<file path="config.mk">
export PLATFORM = sky130hd
export DESIGN_NAME = reload_down_timer
export DESIGN_NICKNAME = d
export VERILOG_FILES = /design/src/rtl/rdt_pkg.sv /design/src/rtl/rdt_datapath.sv /design/src/rtl/rdt_ctrl.sv /design/src/rtl/reload_down_timer.sv
export SDC_FILE = /design/constraint.sdc
export NUM_CORES = 1
export LEC_CHECK = 0
export BUFFER_PORTS_ARGS = -buffer_cell sky130_fd_sc_hd__buf_4
export CAP_MARGIN = 5
export CORE_ASPECT_RATIO = 1.1
export CORE_MARGIN = 2
export CORE_UTILIZATION = 30
export DETAILED_ROUTE_END_ITERATION = 10
export GPL_TIMING_DRIVEN = 1
export PLACE_DENSITY_LB_ADDON = 0.1
export SLEW_MARGIN = 20
export SYNTH_ARGS = -nofsm -noshare
export SYNTH_HDL_FRONTEND = slang
export SYNTH_SLANG_ARGS = --single-unit
</file>
<file path="constraint.sdc">
create_clock -name clk -period 1.7 [get_ports clk]
set_input_delay 0.085 -clock clk [delete_from_list [all_inputs] [get_ports clk]]
set_output_delay 0.085 -clock clk [all_outputs]
set_load 0.01 [all_outputs]
</file>
<file path="src/rtl/rdt_pkg.sv">
package rdt_pkg;

  // Strobes from the control unit to the datapath; at most one of the
  // counter-changing actions is asserted in any cycle.
  typedef struct packed {
    logic loadBoth;      // load counter and reload from the combined write
    logic loadReload;    // load reload register only
    logic decrement;     // counted pulse, counter not zero
    logic reloadFromReg; // counted pulse at zero: underflow
  } dpStrobe_t;

endpackage

</file>
<file path="src/rtl/rdt_datapath.sv">
module rdt_datapath
  import rdt_pkg::*;
#(
  parameter int CNT_W = 8
) (
  input  logic             clk,
  input  logic             rst_n,
  input  dpStrobe_t        strobe,
  input  logic [CNT_W-1:0] loadBothData,
  input  logic [CNT_W-1:0] loadReloadData,
  output logic [CNT_W-1:0] countOut,
  output logic             cntZero
);

  localparam logic [CNT_W-1:0] ONE = CNT_W'(1);

  logic [CNT_W-1:0] countReg;
  logic [CNT_W-1:0] reloadReg;

  always_ff @(posedge clk or negedge rst_n) begin
    if (!rst_n) begin
      countReg <= '0;
    end else if (strobe.loadBoth) begin
      countReg <= loadBothData;
    end else if (strobe.reloadFromReg) begin
      countReg <= reloadReg;
    end else if (strobe.decrement) begin
      countReg <= countReg - ONE;
    end
  end

  always_ff @(posedge clk or negedge rst_n) begin
    if (!rst_n) begin
      reloadReg <= '0;
    end else if (strobe.loadBoth) begin
      reloadReg <= loadBothData;
    end else if (strobe.loadReload) begin
      reloadReg <= loadReloadData;
    end
  end

  assign countOut = countReg;
  assign cntZero  = (countReg == '0);

endmodule

</file>
<file path="src/rtl/rdt_ctrl.sv">
module rdt_ctrl
  import rdt_pkg::*;
#(
  parameter int NUM_SRC = 4,
  parameter int SEL_W   = (NUM_SRC > 1) ? $clog2(NUM_SRC) : 1,
  parameter int CTRL_W  = SEL_W + 2
) (
  input  logic               clk,
  input  logic               rst_n,
  input  logic               ctrlWrEn,
  input  logic [CTRL_W-1:0]  ctrlWrData,
  input  logic [NUM_SRC-1:0] srcPulse,
  input  logic               startArmed,
  input  logic               loadBothEn,
  input  logic               loadReloadEn,
  input  logic               cntZero,
  input  logic               intEnable,
  input  logic               intAck,
  input  logic               skipTest,
  output dpStrobe_t          strobe,
  output logic               underflowPulse,
  output logic               reqFlag,
  output logic               intReq,
  output logic               runBit,
  output logic               extStartBit
);

  localparam int RUN_POS = SEL_W + 1;
  localparam int EXT_POS = SEL_W;

  logic [CTRL_W-1:0]  ctrlReg;
  logic [SEL_W-1:0]   srcSel;
  logic [NUM_SRC-1:0] selHit;
  logic               srcTick;
  logic               countTick;
  logic               flagClear;

  always_ff @(posedge clk or negedge rst_n) begin
    if (!rst_n) begin
      ctrlReg <= '0;
    end else if (ctrlWrEn) begin
      ctrlReg <= ctrlWrData;
    end
  end

  assign srcSel      = ctrlReg[SEL_W-1:0];
  assign extStartBit = ctrlReg[EXT_POS];
  assign runBit      = ctrlReg[RUN_POS];

  // One comparator per source; the selected pulse survives.
  for (genvar g = 0; g < NUM_SRC; g++) begin : gSrcSel
    assign selHit[g] = srcPulse[g] && (srcSel == SEL_W'(g));
  end

  assign srcTick   = |selHit;
  assign countTick = runBit && srcTick && (!extStartBit || startArmed);

  always_comb begin
    strobe               = '0;
    strobe.loadBoth      = loadBothEn;
    strobe.loadReload    = loadReloadEn && !loadBothEn;
    strobe.decrement     = countTick && !loadBothEn && !cntZero;
    strobe.reloadFromReg = countTick && !loadBothEn && cntZero;
  end

  assign flagClear = intAck || skipTest;

  always_ff @(posedge clk or negedge rst_n) begin
    if (!rst_n) begin
      underflowPulse <= 1'b0;
      reqFlag        <= 1'b0;
    end else begin
      underflowPulse <= strobe.reloadFromReg;
      if (strobe.reloadFromReg) begin
        reqFlag <= 1'b1;
      end else if (flagClear) begin
        reqFlag <= 1'b0;
      end
    end
  end

  assign intReq = reqFlag && intEnable;

endmodule

</file>
<file path="src/rtl/reload_down_timer.sv">
module reload_down_timer
  import rdt_pkg::*;
#(
  parameter int CNT_W   = 8,
  parameter int NUM_SRC = 4,
  parameter int SEL_W   = (NUM_SRC > 1) ? $clog2(NUM_SRC) : 1,
  parameter int CTRL_W  = SEL_W + 2
) (
  input  logic               clk,
  input  logic               rst_n,
  input  logic               loadBothEn,
  input  logic [CNT_W-1:0]   loadBothData,
  input  logic               loadReloadEn,
  input  logic [CNT_W-1:0]   loadReloadData,
  input  logic               ctrlWrEn,
  input  logic [CTRL_W-1:0]  ctrlWrData,
  input  logic [NUM_SRC-1:0] srcPulse,
  input  logic               startArmed,
  input  logic               intEnable,
  input  logic               intAck,
  input  logic               skipTest,
  output logic [CNT_W-1:0]   countOut,
  output logic               underflowPulse,
  output logic               reqFlag,
  output logic               intReq
);

  dpStrobe_t strobe;
  logic      cntZero;
  logic      runBit;
  logic      extStartBit;

  rdt_ctrl #(
    .NUM_SRC (NUM_SRC),
    .SEL_W   (SEL_W),
    .CTRL_W  (CTRL_W)
  ) u_ctrl (
    .clk            (clk),
    .rst_n          (rst_n),
    .ctrlWrEn       (ctrlWrEn),
    .ctrlWrData     (ctrlWrData),
    .srcPulse       (srcPulse),
    .startArmed     (startArmed),
    .loadBothEn     (loadBothEn),
    .loadReloadEn   (loadReloadEn),
    .cntZero        (cntZero),
    .intEnable      (intEnable),
    .intAck         (intAck),
    .skipTest       (skipTest),
    .strobe         (strobe),
    .underflowPulse (underflowPulse),
    .reqFlag        (reqFlag),
    .intReq         (intReq),
    .runBit         (runBit),
    .extStartBit    (extStartBit)
  );

  rdt_datapath #(
    .CNT_W (CNT_W)
  ) u_dp (
    .clk            (clk),
    .rst_n          (rst_n),
    .strobe         (strobe),
    .loadBothData   (loadBothData),
    .loadReloadData (loadReloadData),
    .countOut       (countOut),
    .cntZero        (cntZero)
  );

endmodule

</file>
==> qor.yml <==
sta:
  tightest_slew_ns: 0.303
  min_period_ns: 1.78
  final.setup.worst_slack_ns: -0.0771
  holdWs_ns: 0.0338
  skew_ns: 0.0136
  finalCritPeriodShare_pct: 105
  setup_viol: 6
  slew_headroom_pct: 79.8
  hold_violations: 0
  fin_tns_setup_ns: -0.297
  max_freq_ghz: 0.563
  grt_setup_unrepaired: "true"
  finalMaxSlewViolations: 0
worst_setup_path:
  crit_path_max_incr_delay_ns: 0.52
  critPathTopFamily: "compound AO/OA/AOI/OAI gates"
  critical_path.slowest_cell: "or4b_4"
  required_ns: 1.86
  critPathMaxFanout: 6
  endpoint_kind: "flop"
  critPathKind: "flop to flop"
  critPathLaunchType: "flop"
  crit_buf_inv: 1
  r2r_slack_ns: -0.08
  cp.arrival_ns: 1.94
  cp_cell_sequence: "inv_2 -> ha_4 -> or4b_4 -> o2bb2ai_2 -> a211oi_1 -> a221o_1"
finish:
  stdcell_area_sq_um: 1840
  drive_gt1_share_pct: 47.8
  utilization_pct: 46.8
  fin_cells: 234
  insertedDiodeCount: 0
  fin_nets: 218
  syn_to_final_growth_pct: 51.0
logic_synthesis:
  synth-compound-area-share_pct: 20.4
  yosysTopAreaCellShare_pct: 45.2
  synth_adder_area_share_pct: 2.05
  synthSimpleGateAreaFrac_pct: 14.3
  synth.yosys.seq_area_share_pct: 45.2
  ys.warnings.count: 0
  syn-num-nets: 154
  synth_mux_area_share_pct: 13.0
  yosysTopAreaCell: "dfrtp_1"
  yosysMostFrequentCell: "dfrtp_1"
  synth-edff-count: 0
  synthTopCellsByArea: "dfrtp_1 (45%), mux2i_1 (6.6%), a21oi_1 (5.3%)"
  ys_seq_elements: 22
  postSynth.asyncResetShare_pct: 100
  syn_inst: 119
  synth_top_family_by_area: "compound AO/OA/AOI/OAI gates"
  synth_xor_area_share_pct: 1.44
  avgSynthCellArea_sq_um: 10.2
  synth_ff_type: "dfrtp_1"
  syn_area_sq_um: 1220
  ys_top_cells_by_count: "dfrtp_1 (22), a21oi_1 (13), nor2_1 (12)"
  synthDistinctLibCells: 36
clocking:
  path_clk_slew_ns: 0.09
  cts.sinks: 22
  clockBufferDepth: 2
  cts_tree: "yes"
  clock_latency_ns: 0.27
  cts-root-buf: "clkbuf_8"
  numCtsBuffers: 3
  htreeDepth: 1
drt:
  routed_wl_um: 3430
  viasPerCell: 5.01
  firstDrtPassIters: 4
  ant_nets: 0
  drtIter0Drc: 45
  routedWlPerCell_um: 14.6
  route.detailed.drc: 0
  vias: 1173
floorplan:
  start_util_pct: 31.0
  die_h_um: 70.8
  fp.dieW_um: 64.8
  row_count: 24
  coreArea_sq_um: 3930
  io-pin-count: 44
  die-area_sq_um: 4590
run_status:
  violations: "negative setup slack"
  status: "finished with violations"
power_and_ir_drop:
  irDropWorstVdd_mv: 0.387
  power.internal_mw: 0.986
  pwr-share-seq_pct: 43.6
  total_power_mw: 1.41
  power.density_nw_per_um2: 765
  comb_power_share_pct: 32.2
  p_switching_mw: 0.422
  clockPowerShare_pct: 24.2
  sw_frac_of_total_pct: 30.0
  p_leak_nw: 0.831
placement:
  place_hpwl_um: 2640
  numPortBuffers: 43
  post-place-ws_ns: -0.158
  place_area_sq_um: 1750
  place_inst: 229
  finalWeightedCongestion: 0.796
hold_path:
  hold_path.class: "primary input to flop"
grt:
  first_global_vias: 1205
  grt-ovfl-total: 0
  antenna_found_initial: 0
  grt_pass1_wl_um: 5660
  grt.total_usage_pct: 15.9
  grt_max_degree: 23
job:
  maxCapViolCount: 0
[worst reg2reg max path, cell delays in order (launching register included)]
cell and delay [ns]:
dfrtp_2 0.41, inv_2 0.08, ha_4 0.13, or4b_4 0.52, o2bb2ai_2 0.13, a211oi_1 0.08, a221o_1 0.32
[cell type report]
class / instances / area, sq um
clock buffer: 4 / 45.0
tap: 52 / 65.1
fill: 391 / 2090
multi-input combinational: 88 / 676
inverter: 3 / 11.3
timing repair buffer: 65 / 490
sequential: 22 / 553
[cell usage in the layout (no fill, tap or decap), types with 2 or more instances in the layout]
| master | synthesis | routed |
|---|---|---|
| a21oi_1 | 13 | 13 |
| mux2i_1 | 8 | 8 |
| a211oi_1 | 4 | 4 |
| o21ai_0 | 5 | 3 |
| o21bai_1 | 2 | 2 |
| o21ai_1 | 1 | 2 |
| clkbuf_8 | 0 | 3 |
| and2_1 | 3 | 3 |
| nand2_1 | 6 | 6 |
| inv_2 | 0 | 2 |
| o31ai_1 | 4 | 4 |
| a221o_1 | 3 | 3 |
| nor2_1 | 12 | 11 |
| nor3_1 | 3 | 2 |
| dfrtp_2 | 0 | 2 |
| xnor2_1 | 2 | 2 |
| dfrtp_1 | 22 | 20 |
| buf_4 | 0 | 64 |
| mux2_2 | 5 | 5 |
[flip-flops by register name, summed over array words and instances, names as in the netlist]
| signal | cells |
|---|---|
| u_ctrl.ctrlReg | 4 |
| u_dp.reloadReg | 8 |
| u_ctrl.underflowPulse | 1 |
| u_dp.countOut | 8 |
| u_ctrl.reqFlag | 1 |
[power by group through the flow]
| stage | sequential, mW | combinational (mW) | clock, mW |
|---|---|---|---|
| 3_3_place_gp | 0.621 | 0.436 | 0 |
| 3_5_place_dp | 0.620 | 0.444 | 0 |
| 5_1_grt | 0.621 | 0.501 | 0.378 |
| 2_1_floorplan | 0.647 | 0.196 | 0 |
| 4_1_cts | 0.613 | 0.453 | 0.353 |
| 6_report | 0.614 | 0.454 | 0.341 |
[worst paths after layout]
path,startpoint,to,cells past startpoint
worst max-delay path,u_dp.countOut[1],u_dp.countOut[7],6
worst min-delay path,loadBothData[4],u_dp.reloadReg[4],3
worst max register to register,u_dp.countOut[1],u_dp.countOut[7],6
worst min register to register,u_ctrl.ctrlReg[2],u_ctrl.ctrlReg[2],1
max in group asynchronous,rst_n,u_dp.countOut[2],2
min in group asynchronous,rst_n,u_dp.countOut[6],2
[metal layers]
metal	GRT usage (%)	share of wire (%)
met4	5.67	0.90
met5	0	0
met1	20.7	44
met2	26.1	49
met3	3.34	5.9
[what timing repair did]
item                                   CTS  global route
pin swaps                                2             2
hold buffers                             1             0
setup endpoints to repair                9             9
setup buffers                            0             0
endpoints found under the hold margin   22             0
gates resized for setup                  4             5
[kinds of logic after synthesis]
family | after synthesis
AND/OR/NAND/NOR | 32
buffers and inverters | 9
XOR/XNOR | 2
flip-flops | 22
adder cells (fa/ha/maj) | 2
AO/OA/AOI/OAI | 38
multiplexers | 14
(Power assumes the default switching activity.)
